<file path="src/rtl/arb_pkg.sv">
package arb_pkg;
  localparam int unsigned PORTS = 5;
  typedef enum logic {LVL_FIRM = 1'b0, LVL_TENT = 1'b1} level_e;
endpackage

</file>
<file path="src/rtl/rr_pick.sv">
module rr_pick #(
  parameter int unsigned N  = 5,
  localparam int unsigned IW = (N > 1) ? $clog2(N) : 1
) (
  input  logic          clk,
  input  logic          rst_n,
  input  logic [N-1:0]  req,
  input  logic          adv,
  output logic          win_valid,
  output logic [IW-1:0] win_idx
);
  localparam logic [IW-1:0] LAST = IW'(N - 1);

  logic [IW-1:0] ptr_q, ptr_d;

  // search from ptr upward; iterate downward so the closest hit is kept last
  always_comb begin
    int j;
    win_valid = 1'b0;
    win_idx   = '0;
    for (int k = N - 1; k >= 0; k--) begin
      j = int'(ptr_q) + k;
      if (j >= int'(N)) j = j - int'(N);
      if (req[j]) begin
        win_valid = 1'b1;
        win_idx   = IW'(j);
      end
    end
  end

  always_comb begin
    ptr_d = ptr_q;
    if (adv) ptr_d = (win_idx == LAST) ? '0 : win_idx + 1'b1;
  end

  always_ff @(posedge clk or negedge rst_n) begin
    if (!rst_n) ptr_q <= '0;
    else        ptr_q <= ptr_d;
  end
endmodule

</file>
<file path="src/rtl/hold_ctrl.sv">
module hold_ctrl
  import arb_pkg::*;
#(
  parameter int unsigned N  = 5,
  localparam int unsigned IW = (N > 1) ? $clog2(N) : 1
) (
  input  logic          clk,
  input  logic          rst_n,
  input  logic          firm_any,
  input  logic [IW-1:0] firm_idx,
  input  logic          tent_any,
  input  logic [IW-1:0] tent_idx,
  input  logic          own_kill,
  input  logic          own_xfer,
  input  logic          own_tail,
  output logic          busy,
  output level_e        level,
  output logic [IW-1:0] owner,
  output logic          take_firm,
  output logic          take_tent
);
  logic          busy_d, sent_q, sent_d;
  level_e        level_d;
  logic [IW-1:0] owner_d;

  always_comb begin
    busy_d    = busy;
    level_d   = level;
    owner_d   = owner;
    sent_d    = sent_q;
    take_firm = 1'b0;
    take_tent = 1'b0;
    if (!busy) begin
      if (firm_any) begin
        take_firm = 1'b1;
        busy_d = 1'b1; level_d = LVL_FIRM; owner_d = firm_idx; sent_d = 1'b0;
      end else if (tent_any) begin
        take_tent = 1'b1;
        busy_d = 1'b1; level_d = LVL_TENT; owner_d = tent_idx; sent_d = 1'b0;
      end
    end else if (level == LVL_TENT) begin
      if (!sent_q && firm_any) begin
        take_firm = 1'b1;
        level_d = LVL_FIRM; owner_d = firm_idx; sent_d = 1'b0;
      end else if (own_kill) begin
        busy_d = 1'b0; level_d = LVL_FIRM; sent_d = 1'b0;
      end else if (own_xfer && own_tail) begin
        busy_d = 1'b0; level_d = LVL_FIRM; sent_d = 1'b0;
      end else if (own_xfer) begin
        sent_d = 1'b1;
      end
    end else begin
      if (own_xfer && own_tail) begin
        busy_d = 1'b0; sent_d = 1'b0;
      end
    end
  end

  always_ff @(posedge clk or negedge rst_n) begin
    if (!rst_n) begin
      busy   <= 1'b0;
      level  <= LVL_FIRM;
      owner  <= '0;
      sent_q <= 1'b0;
    end else begin
      busy   <= busy_d;
      level  <= level_d;
      owner  <= owner_d;
      sent_q <= sent_d;
    end
  end
endmodule

</file>
<file path="src/rtl/resv_out_arbiter.sv">
module resv_out_arbiter
  import arb_pkg::*;
#(
  parameter int unsigned N  = PORTS,
  localparam int unsigned IW = (N > 1) ? $clog2(N) : 1
) (
  input  logic         clk,
  input  logic         rst_n,
  input  logic [N-1:0] firm_req,
  input  logic [N-1:0] tent_req,
  input  logic [N-1:0] kill,
  input  logic [N-1:0] xfer,
  input  logic [N-1:0] tail,
  output logic [N-1:0] grant,
  output logic         grant_tent
);
  logic [1:0]    lvl_valid, lvl_adv;
  logic [IW-1:0] lvl_idx [2];
  logic [N-1:0]  lvl_req [2];
  logic          busy, take_firm, take_tent;
  level_e        level;
  logic [IW-1:0] owner;

  assign lvl_req[0] = firm_req;
  assign lvl_req[1] = tent_req;
  assign lvl_adv    = {take_tent, take_firm};

  for (genvar g = 0; g < 2; g++) begin : g_lvl
    rr_pick #(.N(N)) u_pick (
      .clk       (clk),
      .rst_n     (rst_n),
      .req       (lvl_req[g]),
      .adv       (lvl_adv[g]),
      .win_valid (lvl_valid[g]),
      .win_idx   (lvl_idx[g])
    );
  end

  hold_ctrl #(.N(N)) u_hold (
    .clk       (clk),
    .rst_n     (rst_n),
    .firm_any  (lvl_valid[0]),
    .firm_idx  (lvl_idx[0]),
    .tent_any  (lvl_valid[1]),
    .tent_idx  (lvl_idx[1]),
    .own_kill  (kill[owner]),
    .own_xfer  (xfer[owner]),
    .own_tail  (tail[owner]),
    .busy      (busy),
    .level     (level),
    .owner     (owner),
    .take_firm (take_firm),
    .take_tent (take_tent)
  );

  always_comb begin
    grant = '0;
    if (busy) grant[owner] = 1'b1;
  end
  assign grant_tent = busy && (level == LVL_TENT);
endmodule

</file>
<file path="config.mk">
export PLATFORM = sky130hd
export DESIGN_NAME = resv_out_arbiter
export DESIGN_NICKNAME = d
export VERILOG_FILES = /design/src/rtl/arb_pkg.sv /design/src/rtl/rr_pick.sv /design/src/rtl/hold_ctrl.sv /design/src/rtl/resv_out_arbiter.sv
export SDC_FILE = /design/constraint.sdc
export NUM_CORES = 1
export LEC_CHECK = 0
export BUFFER_PORTS_ARGS = -buffer_cell sky130_fd_sc_hd__buf_2
export CAP_MARGIN = 20
export CORE_AREA = 4 4 98 100
export DETAILED_ROUTE_END_ITERATION = 10
export DIE_AREA = 0 0 102 104
export GPL_TIMING_DRIVEN = 1
export PLACE_DENSITY = 0.53
export SYNTH_ARGS = -nofsm -noshare
export SYNTH_HDL_FRONTEND = slang
export SYNTH_HIERARCHICAL = 1
export SYNTH_SLANG_ARGS = --single-unit
</file>
<file path="constraint.sdc">
create_clock -name clk -period 5.1 [get_ports clk]
set_input_delay 1.02 -clock clk [delete_from_list [all_inputs] [get_ports clk]]
set_output_delay 1.02 -clock clk [all_outputs]
set_load 0.05 [all_outputs]
</file>
; ---- After elaboration in Yosys (flattened, before gate mapping)
; Cells that the tools add are included.
[totals]
out_inout_bits = 6
ff_bits = 12
in_bits = 27
elab_cells = 165
[op_classes]
reduce_logical = 8
eq_ne = 6
n_addsub = 20
n_lt_le_gt_ge = 22
muxes = 103
[ops]
columns = cell, count
row1 = "32-bit by 5-bit less-than comparator with 1-bit output, second input constant", 10
row2 = 32-bit two-way mux, 10
row3 = "32-bit by 4-bit >= comparator with 1-bit output, second input constant", 8
row4 = "32-bit by 4-bit subtractor with 32-bit output, second input constant", 8
row5 = 1-bit two-way mux, 61
row6 = 3-bit two-way mux, 17
row7 = 1-bit binary-select mux with 3-bit select, 13
row8 = "3-bit by 2-bit adder with 4-bit output, second input constant", 4
row9 = "3-bit by 1-bit adder with 4-bit output, second input constant", 2
row10 = "3-bit by 3-bit adder with 4-bit output, second input constant", 2
row11 = "3-bit by 3-bit subtractor with 4-bit output, second input constant", 2
row12 = "3-bit by 1-bit adder with 3-bit output, second input constant", 2
row13 = "3-bit equality test, second input constant", 2
row14 = "3-bit >= comparator, second input constant", 2
row15 = 3-bit AND reduction, 2
row16 = 5-bit two-way mux, 1
row17 = "5-bit by 3-bit != test with 1-bit output, second input constant", 1
row18 = 1-bit logical AND, 4
row19 = "3-bit by 4-bit less-than comparator with 1-bit output, second input constant", 1
row20 = "2-bit != test, second input constant", 2
row21 = 1-bit demux with 3-bit select, 1
row22 = "3-bit by 1-bit >= comparator with 1-bit output, second input constant", 1
row23 = "3-bit != test, second input constant", 1
row24 = 3-bit nonzero test, 1
row25 = 1-bit logical NOT, 1

; ---- Depth between registers and ports, before layout
; Gate-level depths: netlist of run 1.
[logic_depth]
ltp_word = 15
depth_mapped = 18
mapped_depth_nobuf = 16

; ---- Modules after synthesis
; The synthesis of run 1 kept the hierarchy.
[by_module_without_submodules]
columns = module, instances, cells_per_inst, seq_area_each_um2, area_per_inst_um2
row1 = rr_pick at g_lvl[0].u_pick, 1, 176, 75.1, 1442.6
row2 = rr_pick at g_lvl[1].u_pick, 1, 168, 75.1, 1318.8
row3 = hold_ctrl, 1, 33, 150.1, 359.1
row4 = resv_out_arbiter, 1, 28, 0.0, 202.7

; ---- Worst setup path before layout of run 1
; No wires, ideal clock.
[synth_path]
kind = register to register
startpoint = register g_lvl[1].u_pick.ptr_q[0]
endpoint = register u_hold.owner[1]
synth_period_minus_slack_ns = 3.756
path_stages_with_launch = 19
path_buffers = 4
arrival_ns = 3.631
path_slack_ns = 1.344
t_required_ns = 4.975
setup_time_ns = 0.125
cell_sequence = dfrtp_1 -> buf_6 -> buf_2 -> buf_2 -> inv_1 -> ha_1 -> inv_1 -> ha_1 -> clkbuf_1 -> o31a_1 -> o22ai_1 -> mux2i_1 -> mux2i_1 -> a21oi_1 -> mux2i_1 -> a21bo_1 -> a22oi_1 -> mux2_1 -> mux2_2
[synth_lines]
columns = element, line
row1 = start: declaration, rr_pick.sv:14  ; logic [IW-1:0] ptr_q, ptr_d;
row2 = start signal: assignment, rr_pick.sv:38  ; else ptr_q <= ptr_d;
row3 = end signal: assignment, hold_ctrl.sv:68  ; owner <= owner_d;
row4 = end: declaration, hold_ctrl.sv:18  ; output logic [IW-1:0] owner,

; ---- Worst setup path in the final report of run 1
[layout_path]
startpoint = register g_lvl[0].u_pick.ptr_q[1]
endpoint = register g_lvl[0].u_pick.ptr_q[0]
[layout_between]
elab_chain_cells = 15
word_cells_on_any_way = 52
cone_classes = add/sub: 10 / order compare: 5 / eq/ne: 1 / mux: 35 / reduce/logical: 1
[layout_lines]
columns = element, line
row1 = start: declaration, rr_pick.sv:14
row2 = start signal: assignment, rr_pick.sv:38
row3 = 3-bit by 3-bit adder with 4-bit output, rr_pick.sv:22  ; j = int'(ptr_q) + k;
row4 = 32-bit by 4-bit subtractor with 32-bit output / 32-bit by 4-bit >= comparator with 1-bit output (equally long branches), rr_pick.sv:23  ; if (j >= int'(N)) j = j - int'(N);
row5 = 32-bit two-way mux, rr_pick.sv:23
row6 = 1-bit binary-select mux with 3-bit select, rr_pick.sv:24  ; if (req[j]) begin
row7 = 1-bit two-way mux (not written as such) (2 in series), rr_pick.sv:24
row8 = 1-bit two-way mux (4 in series), rr_pick.sv:24
row9 = 1-bit two-way mux *, rr_pick.sv:24
row10 = via lvl_valid[0], resv_out_arbiter.sv:17  ; logic [1:0] lvl_valid, lvl_adv;
row11 = 1-bit logical AND, hold_ctrl.sv:42  ; if (!sent_q && firm_any) begin
row12 = 1-bit two-way mux, hold_ctrl.sv:42
row13 = 1-bit two-way mux, hold_ctrl.sv:41  ; end else if (level == LVL_TENT) begin
row14 = 1-bit two-way mux *, hold_ctrl.sv:33  ; if (!busy) begin
row15 = via take_firm, resv_out_arbiter.sv:20  ; logic busy, take_firm, take_tent;
; Mark *: on every way through the listed nets, which the timed path passes. The rest lies on a longest branch. The select of a mux whose other input is x is not followed.
; A chain may end at the register's enable or synchronous reset.

==> results.json, run 1 <==
{
  "status": "completed",
  "clock_path_buffers": 2,
  "clkSinkCount": 12,
  "first_global_vias": 2990,
  "layout.cells.non_filler": 532,
  "setup-tns-final_ns": 0,
  "synth_edf_count": 0,
  "die_w_um": 102,
  "dr.pass1.iters": 4,
  "grt_remaining_overflow": 0,
  "async_flop_share_pct": 100.0,
  "dp_cells": 528,
  "antenna_left": 0,
  "synth.most_common_cell": "nand2_1",
  "cp-start-kind": "flip-flop",
  "yosysTopAreaCell": "ha_1",
  "port_buffers": 32,
  "ys_seq_elements": 12,
  "hold_class": "reg2reg",
  "grt_usage_pct": 16.91,
  "yosysWarnings": 6,
  "dr.first_iter.drc_count": 179,
  "postCtsSetupBuffers": 0,
  "fin_util_pct": 40.76,
  "rsz0062_at_grt": "no",
  "nNetsFinal": 482,
  "finalCritPeriodShare_pct": 79.56,
  "synth_area_leaders": "ha_1, dfrtp_1, mux2i_1, nand2b_1, a21oi_1",
  "slew_violations": 0,
  "synth_fa_ha_area_share_pct": 11.30,
  "core_area_um2": 8678,
  "nFillCells": 915,
  "num_rows": 34,
  "synth.avg_cell_area_um2": 8.205,
  "synth-compound-area-share_pct": 30.84,
  "initial_utilization_pct": 38.29,
  "synth_flop_cell": "dfrtp_1",
  "gp_congestion": 0.8872,
  "io_pins": 33,
  "critPathCaptureType": "flip-flop",
  "post_synth_xor_area_fraction_pct": 2.824,
  "cts-root-buf": "clkbuf_8",
  "post_cts_resize_count": 0,
  "synth-seq-area-share_pct": 9.036,
  "vias": 3125,
  "setup_viol": 0,
  "hold_viol": 0,
  "diodes": 0,
  "cts_tree": "done",
  "synthTopCellsByCount": "nand2_1, ha_1, nor2_1",
  "synth.area.mux_share_pct": 14.65,
  "finalCriticalPeriod_ns": 4.058,
  "cp_max_fo": 15,
  "syn_inst": 405,
  "synth_simple_gate_area_share_pct": 23.98,
  "critPathKind": "reg2reg",
  "syn_nets": 462,
  "hpwl_um": 6729,
  "grt_pass1_wl_um": 14970,
  "wire_per_inst_um": 16.85,
  "synth.top_cell.area_share_pct": 11.30,
  "path_clk_slew_ns": 0.06,
  "cts_buffers": 3,
  "wl_um": 8965,
  "grt_max_degree": 33,
  "skew_ns": 0.004855,
  "critPathRequiredTime_ns": 5.24,
  "areaGrowthSynthToFinish_pct": 6.438,
  "cts.htree.levels": 1,
  "synth_top_family_by_area": "compound AO/OA/AOI/OAI gates",
  "slew_headroom_pct": 51.24,
  "dp_slack_ns": 1.104,
  "cp_data_arrival_time_ns": 4.20,
  "drc": 0,
  "worst_skew_pair.late_latency_ns": 0.25,
  "worst_pin_slew_ns": 0.7314,
  "antenna_found_initial": 0,
  "drive_gt1_share_pct": 19.58,
  "finalWorstSetupSlack_ns": 1.042,
  "achievable-frequency_mhz": 246.5,
  "syn-cell-area_um2": 3323,
  "via_per_inst": 5.874,
  "maxCapViolations": 0,
  "dieHeight_um": 104,
  "die_area_um2": 10610,
  "synth.distinct_cells": 90,
  "cts_hold_buf": 0
}
[flip-flops by register name, summed over array words and instances (netlist names)]
| signal | flops |
|---|---|
| u_hold/busy | 1 |
| u_hold/level | 1 |
| g_lvl.u_pick/ptr_q | 6 |
| u_hold/owner | 3 |
| u_hold/sent_q | 1 |
[worst max-delay path: stages (launching register included)]
cell,delay (ns)
dfrtp_1,0.54
inv_1,0.27
ha_1,0.56
buf_4,0.25
nand2b_1,0.20
a2111oi_0,0.41
o21ai_1,0.13
and2_1,0.24
nand2_1,0.08
a21oi_1,0.04
nand3_1,0.22
a21boi_0,0.53
inv_1,0.12
o41ai_2,0.36
[layer usage]
metal / global-route usage, % / vias up / routed length [um]
met4: 2.812 / 0 / 49
met3: 1.610 / 5 / 312
li1: - / 1549 / -
met5: 0 / - / 0
met2: 28.23 / 63 / 4493
met1: 23.74 / 1508 / 4109
[layout by cell type (no fill, tap or decap), drive strengths merged, types with 9 or more instances in the layout]
master | netlist | final
ha | 30 | 30
nand3 | 9 | 9
a211oi | 12 | 12
inv | 23 | 23
mux2 | 12 | 12
nor2 | 26 | 26
nand2 | 32 | 32
a21oi | 29 | 29
o21ai | 20 | 20
dfrtp | 12 | 12
nor2b | 10 | 10
nand2b | 20 | 20
buf | 17 | 35
mux2i | 22 | 22
[through the flow]
| step | instance area [um^2] | hold WS [ns] |
|---|---|---|
| 6_report | 3537 | 0.5854 |
| 5_1_grt | 3537 | 0.6205 |
| 4_1_cts | 3537 | 0.5867 |
| 3_5_place_dp | 3482 | 0.5727 |
| 3_3_place_gp | 3482 | 0.5675 |
| 2_1_floorplan | 3323 | 0.4752 |
[cell families (layout without fill, tap and decap cells)]
| group | count (synthesis) | in the layout |
|---|---|---|
| and+or+nand+nor | 147 | 147 |
| adders and majority gates | 30 | 30 |
| buffers and inverters | 43 | 62 |
| muxes | 39 | 39 |
| xor gates and xnor gates | 6 | 6 |
| AOI/OAI and AO/OA | 128 | 128 |
| DFF | 12 | 12 |
[final timing paths]
| path | startpoint | to | slack [ns] | cells past startpoint |
|---|---|---|---|---|
| hold reg to reg | u_hold/level | u_hold/level | 0.59 | 1 |
| min in group asynchronous | rst_n | g_lvl[1].u_pick/ptr_q[1] | 0.64 | 1 |
| max in group asynchronous | rst_n | g_lvl[0].u_pick/ptr_q[1] | 4.23 | 1 |
| setup / recovery | g_lvl[0].u_pick/ptr_q[1] | g_lvl[0].u_pick/ptr_q[0] | 1.04 | 13 |
| hold / removal | u_hold/level | u_hold/level | 0.59 | 1 |
| setup reg to reg | g_lvl[0].u_pick/ptr_q[1] | g_lvl[0].u_pick/ptr_q[0] | 1.04 | 13 |
[cell type report]
type / instances / area, um^2 / share of cell area (%)
repair buffers: 35 / 182.7 / 5.164
flip-flops and latches: 12 / 300.3 / 8.490
inverters: 23 / 86.33 / 2.441
clock buffers: 4 / 55.05 / 1.556
well taps: 108 / 135.1 / 3.820
multi-input cells: 350 / 2778 / 78.53
Power of run 1 is left out: the tool's default activity adds up to more than one toggle a clock period on the data nets, which glitch-free logic cannot reach.
==> inputs of run 2 (changes only) <==
--- a/config.mk
+++ b/config.mk
@@ -11,7 +11,7 @@
 export DETAILED_ROUTE_END_ITERATION = 10
 export DIE_AREA = 0 0 102 104
 export GPL_TIMING_DRIVEN = 1
-export PLACE_DENSITY = 0.53
+export PLACE_DENSITY = 0.55
 export SYNTH_ARGS = -nofsm -noshare
 export SYNTH_HDL_FRONTEND = slang
 export SYNTH_HIERARCHICAL = 1
==> constraint.sdc (replaced) <==
create_clock -name clk -period 3.6 [get_ports clk]
set_input_delay 0.72 -clock clk [delete_from_list [all_inputs] [get_ports clk]]
set_output_delay 0.72 -clock clk [all_outputs]
set_load 0.05 [all_outputs]
==> results.json, run 2 (same netlist as run 1, synthesis figures left out) <==
{
  "finalWorstSetupSlack_ns": 0.1740,
  "initial_utilization_pct": 38.29,
  "crit_end": "g_lvl[1].u_pick/ptr_q[1]",
  "cp-start-kind": "flip-flop",
  "wire_per_inst_um": 16.03,
  "cts.htree.levels": 1,
  "top_register": "g_lvl.u_pick/ptr_q",
  "crit_chain": "buf_4 -> ha_1 -> xor2_4 -> a21oi_4 -> mux2i_2 -> mux2_4 -> a211oi_4 -> a21bo_1 -> a22oi_1 -> ha_1 -> a31o_1",
  "groute.layer.met3.usage_pct": 1.408,
  "slowest_stage": "ha_1",
  "wl_um": 8894,
  "cp_max_fo": 13,
  "r2r-start": "g_lvl[1].u_pick/ptr_q[0]",
  "grt_usage_pct": 16.75,
  "setup_viol": 0,
  "r2r_slack_ns": 0.17,
  "crit_top_cell": "ha_1",
  "critPathKind": "reg2reg",
  "cp_data_arrival_time_ns": 3.56,
  "slew_violations": 0,
  "diodes": 0,
  "rsz0062_at_grt": "yes",
  "status": "completed",
  "achievable-frequency_mhz": 291.9,
  "critPathCaptureType": "flip-flop",
  "hold_class": "in2async",
  "slew_headroom_pct": 62.28,
  "skew_ns": 0.0003024,
  "grt_max_degree": 32,
  "die_area_um2": 10610,
  "grtUsageMet1_pct": 24.82,
  "dr.pass1.iters": 4,
  "cts_tree": "done",
  "drc": 0,
  "clkSinkCount": 12,
  "drive_gt1_share_pct": 25.95,
  "die_w_um": 102,
  "gp_congestion": 0.8761,
  "antenna_left": 0,
  "crit_start": "g_lvl[1].u_pick/ptr_q[0]",
  "multiInputGateArea_um2": 2845,
  "final_cell_mix": "nand2_1, buf_2, ha_1",
  "worstReg2RegEnd": "g_lvl[1].u_pick/ptr_q[1]",
  "io_pins": 33,
  "areaGrowthSynthToFinish_pct": 14.04,
  "worst_skew_pair.late_latency_ns": 0.24,
  "finalCritPeriodShare_pct": 95.17,
  "worst_pin_slew_ns": 0.5624,
  "dr.first_iter.drc_count": 172,
  "critPathRequiredTime_ns": 3.73,
  "seq_area_um2": 300.3,
  "cts-root-buf": "clkbuf_8",
  "vias": 3199,
  "reg2regPathDepth": 11,
  "dieHeight_um": 104,
  "grt_remaining_overflow": 0,
  "reg.largest.list": "g_lvl.u_pick/ptr_q (6), u_hold/owner (3)",
  "cts_buffers": 3,
  "grt_pass1_wl_um": 15080,
  "nFillCells": 896,
  "maxCapViolations": 0,
  "finalCriticalPeriod_ns": 3.426,
  "nNetsFinal": 505,
  "via_per_inst": 5.764,
  "hold_viol": 0,
  "path_clk_slew_ns": 0.05,
  "num_rows": 34,
  "core_area_um2": 8678,
  "clock_path_buffers": 2,
  "port_buffers": 32,
  "antenna_found_initial": 0,
  "dp_slack_ns": 0.04799,
  "largest_reg_flops": 6,
  "first_global_vias": 3100,
  "hpwl_um": 6979,
  "busiest_layer": "met2",
  "grt.met2_usage_pct": 25.77,
  "holdWs_ns": 0.3525,
  "max_stage_delay_ns": 0.44,
  "fin_util_pct": 43.67
}
## run 2: metal layers
| layer | wire [um] | part of all wire [%] | vias up |
|---|---|---|---|
| li1 | - | - | 1602 |
| met1 | 4245 | 48 | 1479 |
| met2 | 4085 | 46 | 104 |
| met3 | 443 | 5.0 | 14 |
| met4 | 121 | 1.4 | 0 |
| met5 | 0 | 0 | - |
## run 2: worst max-delay path: cells and delay by family (launching register included)
kind            cells  cell delay, ns
buf+inv             1            0.24
compound gates      5            1.13
fa+ha+maj           2            0.74
mux                 2            0.56
xor+xnor            1            0.27
flops               1            0.36
## run 2: cell type report
class / count / share of cell area [%]
clock buffer: 4 / 1.453
inverter: 23 / 2.278
multi-input combinational: 350 / 75.07
timing repair buffer: 58 / 9.706
sequential: 12 / 7.923
tap: 108 / 3.566
## run 2: repair_timing
| item | CTS | global route |
|---|---|---|
| setup buffers | 0 | 1 |
| hold buffers | 0 | 0 |
| endpoints found under the setup margin | 0 | 10 |
| gates resized for setup | 0 | 14 |
## run 2: worst min-delay path by stage
| stage | startpoint | end | slack (ns) | depth (start not counted) |
|---|---|---|---|---|
| finish | rst_n | g_lvl[0].u_pick/ptr_q[2] | 0.35 | 1 |
| global route | rst_n | g_lvl[0].u_pick/ptr_q[2] | 0.36 | 1 |
| CTS | rst_n | g_lvl[0].u_pick/ptr_q[2] | 0.36 | 1 |
| detailed placement | u_hold/level | u_hold/level | 0.57 | 1 |
| global placement | u_hold/level | u_hold/level | 0.58 | 1 |
| floorplan | rst_n | g_lvl[0].u_pick/ptr_q[0] | 0.42 | 0 |
## run 2: through the flow
step                      setup TNS [ns]  std cells  cell area (um^2)
after detailed placement               0        550              3666
after CTS                              0        554              3721
after global routing          -0.0006466        555              3790
after floorplan                        0        405              3332
after global placement                 0        550              3666
final                                  0        555              3790
Power of run 2 is left out for the same reason.
